===== src/rtl/dsp_xfer_unit.sv =====
module dsp_xfer_unit #(
  parameter int AW = 32,
  parameter int GW = 8
) (
  input  logic          clk,
  input  logic          rst_n,
  input  logic          insn_valid,
  input  logic [15:0]   insn,
  input  logic          rf_we,
  input  logic [4:0]    rf_sel,
  input  logic [31:0]   rf_wdata,
  output logic          mem_en,
  output logic          mem_we,
  output logic [3:0]    mem_be,
  output logic [AW-1:0] mem_addr,
  output logic [31:0]   mem_wdata,
  input  logic [31:0]   mem_rdata,
  output logic          illegal,
  output logic          addr_err
);
  localparam int NA = 4;
  localparam int ND = 8;
  localparam int NG = 2;
  localparam logic [5:0] PFX = 6'b111101;

  logic [AW-1:0] areg [NA];
  logic [AW-1:0] ireg [NA];
  logic [31:0]   dreg [ND];
  logic [GW-1:0] greg [NG];

  wire [1:0] an       = insn[9:8];
  wire [3:0] dn       = insn[7:4];
  wire [1:0] mode     = insn[3:2];
  wire       is_long  = insn[1];
  wire       is_store = insn[0];

  wire [AW-1:0] step  = is_long ? AW'(4) : AW'(2);
  wire [AW-1:0] abase = areg[an];
  wire [AW-1:0] ea    = (mode == 2'b00) ? abase - step : abase;

  logic [AW-1:0] anext;
  always_comb begin
    case (mode)
      2'b00:   anext = ea;
      2'b01:   anext = abase;
      2'b10:   anext = abase + step;
      default: anext = abase + ireg[an];
    endcase
  end

  wire misal = is_long ? (ea[1:0] != 2'b00) : ea[0];
  assign illegal  = insn_valid && ((insn[15:10] != PFX) || (dn > 4'd9));
  assign addr_err = insn_valid && !illegal && misal;
  wire go = insn_valid && !illegal && !misal;

  logic [31:0] src;
  always_comb begin
    if (dn[3]) src = {{(32-GW){greg[dn[0]][GW-1]}}, greg[dn[0]]};
    else       src = dreg[dn[2:0]];
  end

  wire [15:0] rd_half = ea[1] ? mem_rdata[15:0] : mem_rdata[31:16];
  wire [31:0] ld      = is_long ? mem_rdata : {rd_half, 16'h0000};

  assign mem_en    = go;
  assign mem_we    = go && is_store;
  assign mem_addr  = ea;
  assign mem_be    = !go ? 4'h0 : is_long ? 4'hF : (ea[1] ? 4'h3 : 4'hC);
  assign mem_wdata = is_long ? src :
                     (ea[1] ? {16'h0000, src[31:16]} : {src[31:16], 16'h0000});

  always_ff @(posedge clk or negedge rst_n) begin
    if (!rst_n) begin
      for (int k = 0; k < NA; k++) begin
        areg[k] <= '0;
        ireg[k] <= '0;
      end
      for (int k = 0; k < ND; k++) dreg[k] <= '0;
      for (int k = 0; k < NG; k++) greg[k] <= '0;
    end else if (go) begin
      areg[an] <= anext;
      if (!is_store) begin
        if (dn[3]) greg[dn[0]] <= ld[GW-1:0];
        else       dreg[dn[2:0]] <= ld;
      end
    end else if (rf_we && !insn_valid) begin
      if (rf_sel[4]) begin
        if (rf_sel[3]) ireg[rf_sel[1:0]] <= rf_wdata[AW-1:0];
        else           areg[rf_sel[1:0]] <= rf_wdata[AW-1:0];
      end else if (rf_sel[3:0] < 4'd8) begin
        dreg[rf_sel[2:0]] <= rf_wdata;
      end else if (rf_sel[3:0] < 4'd10) begin
        greg[rf_sel[0]] <= rf_wdata[GW-1:0];
      end
    end
  end
endmodule


===== config.mk =====
export PLATFORM = sky130hd
export DESIGN_NAME = dsp_xfer_unit
export DESIGN_NICKNAME = d
export VERILOG_FILES = /design/src/rtl/dsp_xfer_unit.sv
export SDC_FILE = /design/constraint.sdc
export NUM_CORES = 2
export LEC_CHECK = 0
export BUFFER_PORTS_ARGS = -buffer_cell sky130_fd_sc_hd__buf_2
export CELL_PAD_IN_SITES_DETAIL_PLACEMENT = 0
export CELL_PAD_IN_SITES_GLOBAL_PLACEMENT = 1
export CORE_AREA = 3 3 263 265
export DETAILED_ROUTE_END_ITERATION = 6
export DIE_AREA = 0 0 266 268
export GPL_TIMING_DRIVEN = 0
export MAX_ROUTING_LAYER = met4
export PLACE_DENSITY_LB_ADDON = 0.1
export SYNTH_ARGS = -nofsm -noshare
export SYNTH_HDL_FRONTEND = slang
export SYNTH_SLANG_ARGS = --single-unit

===== constraint.sdc =====
create_clock -name clk -period 4.51 [get_ports clk]
set_input_delay 0.451 -clock clk [delete_from_list [all_inputs] [get_ports clk]]
set_output_delay 0.451 -clock clk [all_outputs]
set_load 0.05 [all_outputs]

==> results.md <==
- Met2 usage: 0.5990
- Slew @ Worst Pin: between 1000 and 1500 ps
- Worst setup EP type: primary output
- Clock Root Buffer: clkbuf_16
- GR met1 Demand/Resource: 0.4809
- Pwr dens: around 460 mW/mm²
- Slew HR: 0.2034
- CP Launch Type: primary input
- Period minus WS final: ~4500 ps
- Vias/cell: 6.638
- Worst setup path startpoint: insn[5]
- Status: finished, final reports clean
- EDFF count, synth: 0
- CTS tree: done
- Syn_area_per_cell: 9.603 µm²
- # rows: 95
- Largest net degree at the start of global routing: 125
- Synth area leaders: dfrtp_1 (44%), a22oi_1 (8.2%), o21ai_0 (6.7%)
- Hold wc startpoint: rf_wdata[31]
- Finish-stage setup viols: 0
- Crit path DAT: roughly 4000 ps
- Initial DRT Pass Iterations: 6
- Tot GR Track Use: 0.3903
- Post-Route WL: 136800 µm
- WP buf/inv: 6
- Hold/Removal Path Class: primary input to flop
- CP Class: primary input to primary output
- Synth Flop Type: dfrtp_1
- Die Ht: approximately 270 µm
- Register area share after synthesis: 0.4392
- Slowest stage delay, CP: about 610 ps
- Initial antenna violation count: 4
- CP top delay family: buffers and inverters
- Final hold viol count: 0
- Unique masters post-synth: 87
- Routability cong.: roughly 1.0
- Layout area overhead: 16.57%
- IO Pins: approximately 160
- Max-cap viol count: 0
- Mapped Area: ~0.03 mm²
- First-pass GRT wire length: between 150000 and 200000 µm
- Starting density of the core: 0.4488
- Final Power: about 16000 µW
- WL per Instance: ~32 µm
- Via count: 28380
- Peak supply drop: 0.0003188 V
- DP HPWL: 100200 µm
- Ys Warns: 0
- Busiest grt layer: met2
- Fin nets: approximately 3500
- Core ar.: about 0.067 mm²
- CTS Sinks: approximately 530
- GRT met3 Usage: 0.07370
- Port-buffer cells: about 130
- Syn Inst Count: around 3100
- Post-Syn Nets: between 3000 and 4000
- Clk buf depth: 3
- Post-layout util: 0.5231
- Depth of the CTS H-tree: 2
- Final Max Slew Viols: 0
- Tcrit/Tclk final: 0.9943
- Synth Register Bits: about 530
- Total CTS buffers: about 60
- Routed Antenna Nets: 0
- Fraction of layout cells with a size suffix above 1: 0.2067
- Worst-Skew Late Latency: around 670 ps
- Synth area leader: dfrtp_1
- Number of remaining DRC errors: 0
- DR iter-0 viols: between 3000 and 4000
- CP max stage cell: clkdlybuf4s15_2
- Reg clk slew, reported paths: ~60 ps
- Overflow left after global routing: 0
- Number of global-route vias before repair: roughly 28000
- Post-synthesis async set-or-reset flop share: 1.000
- Critical path cell sequence: buf_2, clkbuf_1, clkdlybuf4s15_2, clkbuf_2, clkdlybuf4s15_2, a21oi_1, a2111oi_1, o22ai_1, buf_2
- Final setup skew: between 20 and 30 ps
- Fillers: 6228
- Die Area: ~0.071 mm²
- Die Wd: roughly 270 µm
- Lkg Pwr: approximately 0.015 µW
- Req. time, crit path: 4060 ps
- R2r startpoint: areg[1]$_DFFE_PN0P_
- Post-synth top area share: 0.4392
- Achievable Freq: about 0.22 GHz
- Worst-path maximum fanout: 10
path summary, 6_finish.rpt:
path | end | slack [ps] | cells past startpoint
setup / recovery | mem_wdata[3] | 30 | 9
hold / removal | dreg[127]$_DFFE_PN0P_ | 210 | 3
setup reg to reg | areg[25]$_DFFE_PN0P_ | 120 | 15
hold reg to reg | areg[4]$_DFFE_PN0P_ | 470 | 2
max in group asynchronous | areg[21]$_DFFE_PN0P_ | 2470 | 5
min in group asynchronous | dreg[80]$_DFFE_PN0P_ | 320 | 2
cell usage after synthesis (10+ instances only):
cell type,n
dfrtp_1,528
nand2_1,427
o21ai_0,403
a22oi_1,330
clkbuf_1,234
nor2_1,165
mux2_2,152
a21oi_1,135
mux4_2,86
and2_1,56
mux2i_1,52
buf_1,50
ha_1,32
xnor2_1,31
o21ai_1,30
nor3_1,28
inv_1,26
xor2_1,26
a31oi_1,19
nand3_1,18
a211oi_1,17
o22a_1,17
buf_2,16
clkbuf_2,16
o22ai_1,14
a21o_1,13
and3_1,13
nand2b_1,12
o211ai_1,12
a32oi_1,11
nor2b_1,11
a221o_1,10
or3_1,10
logic make-up after synthesis:
kind of cell / after synthesis / share of synthesized area
multiplexers: 290 / 0.1386
flip-flops: 528 / 0.4392
buffers and inverters: 353 / 0.04700
AO/OA/AOI/OAI: 1083 / 0.2270
adder cells (fa/ha/maj): 35 / 0.01501
AND/OR/NAND/NOR: 786 / 0.1161
XOR/XNOR: 58 / 0.01713
power breakdown:
| part | internal [µW] | leakage [µW] | switching (µW) |
|---|---|---|---|
| sequential | 5510 | 0.00690 | 436 |
| combinational | 1590 | 0.00685 | 2910 |
| clock | 3540 | 0.00113 | 2220 |
layout make-up:
class | instances | area [µm²] | share of cell area
plain buffers | 315 | 1499 | 0.04274
repair buffers | 157 | 1001 | 0.02854
clock inverters | 34 | 608.1 | 0.01734
clock buffers | 82 | 1715 | 0.04891
inverters | 29 | 110.1 | 0.003140
multi-input cells | 2252 | 15820 | 0.4511
flip-flops and latches | 528 | 13210 | 0.3767
diodes | 5 | 12.51 | 0.0003568
well taps | 873 | 1092 | 0.03115
repair_timing:
| action | CTS | global route |
|---|---|---|
| gates cloned | 0 | 0 |
| endpoints found under the setup margin | 451 | 356 |
| hold endpoints to repair | 55 | 0 |
| setup buffers | 13 | 12 |
| hold buffers | 1 | 0 |
| gates resized for setup | 121 | 89 |
| pin swaps | 9 | 8 |
state kept, by name, summed over array words and instances (netlist names):
| register | count |
|---|---|
| areg | 128 |
| dreg | 256 |
| greg | 16 |
| ireg | 128 |
layer usage:
metal  routed length, µm  vias up
li1                    -    11910
met1               53220    14320
met2               62250     1719
met3               11530      421
met4                9815        0
met5                   0        -
per-stage QoR:
stage / setup TNS (ps) / std cells / cell area, µm² / setup slack (ps) / hold slack [ps]
2_1_floorplan: 0 / 3133 / 30140 / 2.348 / 155.4
3_3_place_gp: -4804690 / 4132 / 31870 / -7881 / 454.9
3_5_place_dp: -671970 / 4137 / 32020 / -1979 / 425.4
4_1_cts: -9.191 / 4261 / 34830 / -9.191 / 195.3
5_1_grt: -31.24 / 4273 / 35070 / -16.10 / 252.0
6_report: 0 / 4275 / 35070 / 25.80 / 213.5
cells in the final DEF (no fill, tap or decap), types with 24 or more instances in the layout:
cell type,n
a22oi_1,330
clkbuf_16,62
inv_1,26
nor3_1,24
buf_4,27
buf_1,36
mux4_2,86
ha_1,26
xnor2_1,31
mux2_2,152
a21oi_1,131
dfrtp_1,528
o21ai_1,26
o21ai_0,398
nand2_1,423
clkbuf_2,74
mux2i_1,50
and2_1,56
xor2_1,26
buf_2,137
clkbuf_1,176
nor2_1,152
tightest hold or removal path, stage by stage:
cell	delay (ps)
buf_2	130
a32oi_1	100
o21ai_0	140
Note: power is estimated with default switching activity, not from simulation.
